===== config.mk =====
export PLATFORM = sky130hd
export DESIGN_NAME = i2c_byte_master
export DESIGN_NICKNAME = d
export VERILOG_FILES = /design/src/rtl/i2cm_pkg.sv /design/src/rtl/i2cm_qtick.sv /design/src/rtl/i2cm_pads.sv /design/src/rtl/i2c_byte_master.sv
export SDC_FILE = /design/constraint.sdc
export NUM_CORES = 1
export LEC_CHECK = 0
export ABC_AREA = 1
export BUFFER_PORTS_ARGS = -buffer_cell sky130_fd_sc_hd__buf_2
export CORE_ASPECT_RATIO = 2
export CORE_MARGIN = 2
export CORE_UTILIZATION = 50
export DETAILED_ROUTE_END_ITERATION = 10
export PLACE_DENSITY = 0.76
export SETUP_SLACK_MARGIN = 0.3
export SLEW_MARGIN = 20
export SYNTH_ARGS = -nofsm -noshare
export SYNTH_HDL_FRONTEND = slang
export SYNTH_HIERARCHICAL = 1
export SYNTH_SLANG_ARGS = --single-unit

===== constraint.sdc =====
create_clock -name clk -period 1.25 [get_ports clk]
set_input_delay 0.1875 -clock clk [delete_from_list [all_inputs] [get_ports clk]]
set_output_delay 0.1875 -clock clk [all_outputs]
set_load 0.005 [all_outputs]

===== src/rtl/i2cm_pkg.sv =====
package i2cm_pkg;
    timeunit 1ns;
    timeprecision 1ps;

    localparam logic [1:0] SEL_CTL = 2'd0;
    localparam logic [1:0] SEL_DAT = 2'd1;
    localparam logic [1:0] SEL_INT = 2'd2;

    localparam int B_ENAB  = 6;
    localparam int B_STA   = 5;
    localparam int B_STP   = 4;
    localparam int B_FLAG  = 3;
    localparam int B_AAK   = 2;
    localparam int B_IEN   = 6;
    localparam int B_SDAOV = 8;
    localparam int B_SCLOV = 9;

    localparam logic [7:0] ST_START   = 8'h08;
    localparam logic [7:0] ST_RSTART  = 8'h10;
    localparam logic [7:0] ST_AW_ACK  = 8'h18;
    localparam logic [7:0] ST_AW_NACK = 8'h20;
    localparam logic [7:0] ST_DW_ACK  = 8'h28;
    localparam logic [7:0] ST_DW_NACK = 8'h30;
    localparam logic [7:0] ST_AR_ACK  = 8'h40;
    localparam logic [7:0] ST_AR_NACK = 8'h48;
    localparam logic [7:0] ST_DR_ACK  = 8'h50;
    localparam logic [7:0] ST_DR_NACK = 8'h58;
    localparam logic [7:0] ST_IDLE    = 8'hF8;

    typedef enum logic [2:0] {
        E_IDLE, E_START, E_BYTE, E_ACK, E_HOLD, E_STOP
    } eng_e;
endpackage


===== src/rtl/i2cm_qtick.sv =====
module i2cm_qtick #(
    parameter int QDIV = 4
) (
    input  logic clk,
    input  logic rst_n,
    output logic tick
);
    timeunit 1ns;
    timeprecision 1ps;

    localparam int CW = (QDIV > 1) ? $clog2(QDIV) : 1;
    localparam logic [CW-1:0] LAST = CW'(QDIV - 1);

    logic [CW-1:0] cnt_d, cnt_q;

    always_comb begin
        cnt_d = (cnt_q == LAST) ? '0 : cnt_q + 1'b1;
    end

    always_ff @(posedge clk) begin
        if (!rst_n) cnt_q <= '0;
        else        cnt_q <= cnt_d;
    end

    assign tick = (cnt_q == '0);
endmodule


===== src/rtl/i2cm_pads.sv =====
module i2cm_pads (
    input  logic eng_scl_lo,
    input  logic eng_sda_lo,
    input  logic ovr_scl,
    input  logic ovr_sda,
    output logic scl_oe,
    output logic sda_oe
);
    timeunit 1ns;
    timeprecision 1ps;

    always_comb begin
        scl_oe = eng_scl_lo | ovr_scl;
        sda_oe = eng_sda_lo | ovr_sda;
    end
endmodule


===== src/rtl/i2c_byte_master.sv =====
module i2c_byte_master
    import i2cm_pkg::*;
#(
    parameter int QDIV = 4
) (
    input  logic        clk,
    input  logic        rst_n,
    input  logic        reg_we,
    input  logic [1:0]  reg_sel,
    input  logic [9:0]  reg_wdata,
    output logic [7:0]  ctl_rd,
    output logic [7:0]  data_rd,
    output logic [7:0]  status_rd,
    output logic [9:0]  intr_rd,
    output logic        irq,
    input  logic        scl_in,
    input  logic        sda_in,
    output logic        scl_oe,
    output logic        sda_oe
);
    timeunit 1ns;
    timeprecision 1ps;

    typedef struct packed {
        eng_e       st;
        logic [1:0] ph;
        logic [2:0] bitn;
        logic [7:0] sh;
        logic       scl_lo;
        logic       sda_lo;
        logic       enab;
        logic       sta;
        logic       stp;
        logic       iflg;
        logic       aak;
        logic [7:0] data;
        logic [7:0] status;
        logic       ien;
        logic       sda_ovr;
        logic       scl_ovr;
        logic       addr_pend;
        logic       rd_mode;
        logic       tx;
        logic       rs;
        logic       ack;
    } regs_t;

    regs_t r_d, r_q;
    logic  tick;

    i2cm_qtick #(.QDIV(QDIV)) u_tick (
        .clk  (clk),
        .rst_n(rst_n),
        .tick (tick)
    );

    always_comb begin
        r_d = r_q;
        // software register writes
        if (reg_we) begin
            case (reg_sel)
                SEL_CTL: begin
                    r_d.enab = reg_wdata[B_ENAB];
                    r_d.sta  = reg_wdata[B_STA];
                    r_d.stp  = reg_wdata[B_STP];
                    r_d.aak  = reg_wdata[B_AAK];
                    r_d.iflg = r_q.iflg & reg_wdata[B_FLAG];
                end
                SEL_DAT: r_d.data = reg_wdata[7:0];
                SEL_INT: begin
                    r_d.ien     = reg_wdata[B_IEN];
                    r_d.sda_ovr = reg_wdata[B_SDAOV];
                    r_d.scl_ovr = reg_wdata[B_SCLOV];
                end
                default: ;
            endcase
        end
        // bus engine, one phase per quarter-bit tick
        if (tick) begin
            r_d.ph = r_q.ph + 2'd1;
            case (r_q.st)
                E_IDLE: begin
                    r_d.ph = 2'd0;
                    if (r_q.enab && r_q.sta && sda_in && scl_in) begin
                        r_d.st = E_START;
                        r_d.rs = 1'b0;
                    end else if (r_q.stp && !r_q.sta) begin
                        r_d.stp = 1'b0;
                    end
                end
                E_HOLD: begin
                    r_d.ph = 2'd0;
                    if (r_q.enab && !r_q.iflg) begin
                        if (r_q.sta) begin
                            r_d.st = E_START;
                            r_d.rs = 1'b1;
                        end else if (r_q.stp) begin
                            r_d.st = E_STOP;
                        end else begin
                            r_d.st   = E_BYTE;
                            r_d.sh   = r_q.data;
                            r_d.bitn = 3'd7;
                            r_d.tx   = r_q.addr_pend | ~r_q.rd_mode;
                            if (r_q.addr_pend) r_d.rd_mode = r_q.data[0];
                        end
                    end
                end
                E_START: begin
                    case (r_q.ph)
                        2'd0: r_d.sda_lo = 1'b0;
                        2'd1: r_d.scl_lo = 1'b0;
                        2'd2: r_d.sda_lo = 1'b1;
                        default: begin
                            r_d.scl_lo    = 1'b1;
                            r_d.st        = E_HOLD;
                            r_d.status    = r_q.rs ? ST_RSTART : ST_START;
                            r_d.iflg      = 1'b1;
                            r_d.sta       = 1'b0;
                            r_d.addr_pend = 1'b1;
                        end
                    endcase
                end
                E_BYTE: begin
                    case (r_q.ph)
                        2'd0: r_d.sda_lo = r_q.tx & ~r_q.sh[7];
                        2'd1: r_d.scl_lo = 1'b0;
                        2'd2: r_d.sh = {r_q.sh[6:0], sda_in};
                        default: begin
                            r_d.scl_lo = 1'b1;
                            if (r_q.bitn == 3'd0) r_d.st = E_ACK;
                            else                  r_d.bitn = r_q.bitn - 3'd1;
                        end
                    endcase
                end
                E_ACK: begin
                    case (r_q.ph)
                        2'd0: r_d.sda_lo = ~r_q.tx & r_q.aak;
                        2'd1: r_d.scl_lo = 1'b0;
                        2'd2: r_d.ack = ~sda_in;
                        default: begin
                            r_d.scl_lo    = 1'b1;
                            r_d.st        = E_HOLD;
                            r_d.iflg      = 1'b1;
                            r_d.addr_pend = 1'b0;
                            if (r_q.addr_pend) begin
                                if (r_q.rd_mode) r_d.status = r_q.ack ? ST_AR_ACK : ST_AR_NACK;
                                else             r_d.status = r_q.ack ? ST_AW_ACK : ST_AW_NACK;
                            end else if (r_q.rd_mode) begin
                                r_d.status = r_q.aak ? ST_DR_ACK : ST_DR_NACK;
                                r_d.data   = r_q.sh;
                            end else begin
                                r_d.status = r_q.ack ? ST_DW_ACK : ST_DW_NACK;
                            end
                        end
                    endcase
                end
                E_STOP: begin
                    case (r_q.ph)
                        2'd0: r_d.sda_lo = 1'b1;
                        2'd1: r_d.scl_lo = 1'b0;
                        2'd2: r_d.sda_lo = 1'b0;
                        default: begin
                            r_d.st        = E_IDLE;
                            r_d.status    = ST_IDLE;
                            r_d.stp       = 1'b0;
                            r_d.addr_pend = 1'b0;
                            r_d.rd_mode   = 1'b0;
                        end
                    endcase
                end
                default: r_d.st = E_IDLE;
            endcase
        end
    end

    always_ff @(posedge clk) begin
        if (!rst_n) begin
            r_q        <= '0;
            r_q.st     <= E_IDLE;
            r_q.status <= ST_IDLE;
        end else begin
            r_q <= r_d;
        end
    end

    i2cm_pads u_pads (
        .eng_scl_lo(r_q.scl_lo),
        .eng_sda_lo(r_q.sda_lo),
        .ovr_scl   (r_q.scl_ovr),
        .ovr_sda   (r_q.sda_ovr),
        .scl_oe    (scl_oe),
        .sda_oe    (sda_oe)
    );

    assign ctl_rd    = {1'b0, r_q.enab, r_q.sta, r_q.stp, r_q.iflg, r_q.aak, 2'b00};
    assign data_rd   = r_q.data;
    assign status_rd = r_q.status;
    assign intr_rd   = {r_q.scl_ovr, r_q.sda_ovr, 1'b0, r_q.ien, 6'b000000};
    assign irq       = r_q.ien & (r_q.status != ST_IDLE);
endmodule


==> results.sh <==
export IMPL_run_status="finished with violations"
export IMPL_violations="negative setup slack"
export IMPL_ir_drop_uv=1330
export IMPL_yosysUniqueCellTypes=35
export IMPL_met1Wirelength_microns=3649
export IMPL_cts_clk_slew_worst_paths_ps=60
export IMPL_synth_avg_cell_area_sq_um=6.774
export IMPL_drc=0
export IMPL_maxCapViolCount=0
export IMPL_synthTopCellsByArea="dfxtp_1 32%, nand2_1 11%, buf_4 9.1%, nor2_1 8.0%, inv_1 7.6%"
export IMPL_critPathCaptureType="flop"
export IMPL_worstPathArrival_ps=1650
export IMPL_placed_cells=549
export IMPL_syn_inst=425
export IMPL_via_count=3199
export IMPL_die_w_microns=57.66
export IMPL_ant_nets=0
export IMPL_synth_top_cells_by_count="81 x nand2_1, 61 x nor2_1, 58 x inv_1"
export IMPL_diodes=0
export IMPL_pre_cts_ws_ps=-186.3
export IMPL_grt_max_degree=18
export IMPL_avgRoutedWirePerCell_microns=16.21
export IMPL_wl_met3_microns=551
export IMPL_wl_microns=9663
export IMPL_p_seq_share_pct=28.7
export IMPL_grt_antenna_before_repair=0
export IMPL_cts_buffers=5
export IMPL_netlist_area_leader_share_pct=31.99
export IMPL_dr_pass1_iters=5
export IMPL_synthFlopType="dfxtp_1"
export IMPL_fin_crit_sh_pct=114.0
export IMPL_synth_edf_count=0
export IMPL_place_congestion=0.9496
export IMPL_yosysSeqAreaShare_pct=31.99
export IMPL_top_layer_used="met4"
export IMPL_powerDensity_mw_per_mm2=1395
export IMPL_rows=39
export IMPL_ios=54
export IMPL_ys_async_sr_fraction_pct=0
export IMPL_synth_area_sq_mm=0.002879
export IMPL_die_h_microns=111.3
export IMPL_stdcell_count=596
export IMPL_vias_per_cell=5.367
export IMPL_internal_power_mw=3.752
export IMPL_grt_pass1_vias=2955
export IMPL_areaGrowthSynthToFinish_pct=54.32
export IMPL_slew_violations=0
export IMPL_period_minus_slack_ps=1425
export IMPL_rsz0062_at_grt="true"
export IMPL_hold_viol=0
export IMPL_cp_data_required_time_ps=1470
export IMPL_synth_seq_cells=46
export IMPL_clkPwrFrac_pct=22.0
export IMPL_start_kind="flop"
export IMPL_tritoncts="built"
export IMPL_max_freq_mhz=701.6
export IMPL_drive_above_1_share_pct=52.71
export IMPL_finalCoreUtilization_pct=79.18
export IMPL_ctsLongestPathBuffers=2
export IMPL_grt_usage_pct=27.61
export IMPL_grt_ovfl_total=0
export IMPL_port_buffer_count=40
export IMPL_p_sw_mw=2.448
export IMPL_synth_most_common_cell="nand2_1"
export IMPL_htreeDepth=2
export IMPL_ys_warn_count=6
export IMPL_hold_ws_ps=186.1
export IMPL_power_total_mw=6.200
export IMPL_setup_ws_ps=-175.2
export IMPL_leakagePower_nw=2.029
export IMPL_yosysTopAreaCell="dfxtp_1"
export IMPL_finClkSkew_ps=5.701
export IMPL_p_comb_share_pct=49.2
export IMPL_post_dp_hpwl_microns=5494
export IMPL_grt_first_pass_wirelength_microns=13990
export IMPL_hold_class="primary input to flop"
export IMPL_clock_sinks=46
export IMPL_met2_length_microns=4906
export IMPL_path_class="flop to flop"
export IMPL_clockRootBuffer="clkbuf_16"
export IMPL_p_sw_share_pct=39.49
export IMPL_clk_latency_ps=290
export IMPL_start_util_pct=51.30
export IMPL_finalSetupViolCount=36
export IMPL_drtIter0Drc=203
export IMPL_worst_path_max_fanout=5
export IMPL_core_area_sq_mm=0.005612
export IMPL_nNetsFinal=562
export IMPL_dieArea_sq_mm=0.006418
logic make-up after synthesis:
family / share of synthesized area [%]
DFF: 31.99
buffers and inverters: 19.56
other: 0.1303
and+or+nand+nor: 28.86
xor gates and xnor gates: 0.3043
AOI/OAI and AO/OA: 14.39
adders and majority gates: 4.780
layout make-up:
type                            count  area [sq um]
Sequential cell                    46         970.9
Timing Repair Buffer              133          1106
Fill cell                         342          1169
Clock buffer                        5         125.1
Inverter                           62         272.8
Clock inverter                      3         25.02
Multi-Input combinational cell    286          1867
Tap cell                           61         76.32
critical path: stages, from the launching register on:
cell and delay [ps]:
dfxtp_2 340, buf_12 140, nor2_4 140, nand2_4 100, nor2_1 250, nor2_1 110
nand2_1 110, nand2_1 60, a21oi_1 110
placed cells by master (no fill, tap or decap), drive strengths merged:
master    instances
a211oi            9
a21oi            18
a31oi             1
buf             133
clkbuf            5
clkinv            2
clkinvlp          1
conb             13
dfxtp            46
ha               11
inv              62
nand2            89
nand3            21
nand3b            3
nand4             2
nor2             66
nor3              4
nor4              2
o2111ai           1
o211ai            1
o21ai            43
or2               1
xnor2             1
stage by stage:
stage | instance area (sq um) | TNS, ps
after floorplan | 3062 | -150.2
after global placement | 3436 | -3093
after detailed placement | 3436 | -3369
after CTS | 4101 | -1699
after global routing | 4443 | -5270
final | 4443 | -3320
what timing repair did:
action,CTS,global route
endpoints found under the setup margin,57,57
hold buffers,0,0
setup buffers,21,16
pin swaps,33,26
resized for setup,118,61
gates cloned,2,0
registers in the layout (all words and copies together), names as in the netlist:
| signal | cells |
|---|---|
| u_tick/cnt_q | 2 |
| ctl_rd | 5 |
| r_q | 23 |
| intr_rd | 3 |
| status_rd | 5 |
| data_rd | 8 |
worst paths after layout:
kind	to	start	slack, ps	depth (start not counted)
worst max-delay path	r_q[29]	r_q[46]	-180	8
worst min-delay path	intr_rd[8]	reg_wdata[8]	190	3
worst max register to register	r_q[29]	r_q[46]	-180	8
worst min register to register	intr_rd[9]	intr_rd[9]	460	2
layer usage:
| layer | vias to the layer above | track usage (%) |
|---|---|---|
| li1 | 1524 | - |
| met1 | 1483 | 32.94 |
| met2 | 140 | 46.29 |
| met3 | 52 | 3.967 |
| met4 | 0 | 14.57 |
| met5 | - | 0 |
power groups by stage:
stage | Combinational (mW) | Clock, mW | Sequential (mW)
after floorplan | 1.38 | 0 | 1.72
after global placement | 1.98 | 0 | 1.79
after detailed placement | 2.00 | 0 | 1.79
after CTS | 2.50 | 1.37 | 1.78
after global routing | 3.25 | 1.44 | 1.80
final | 3.05 | 1.37 | 1.78
Power figures use the tool's default switching activity.
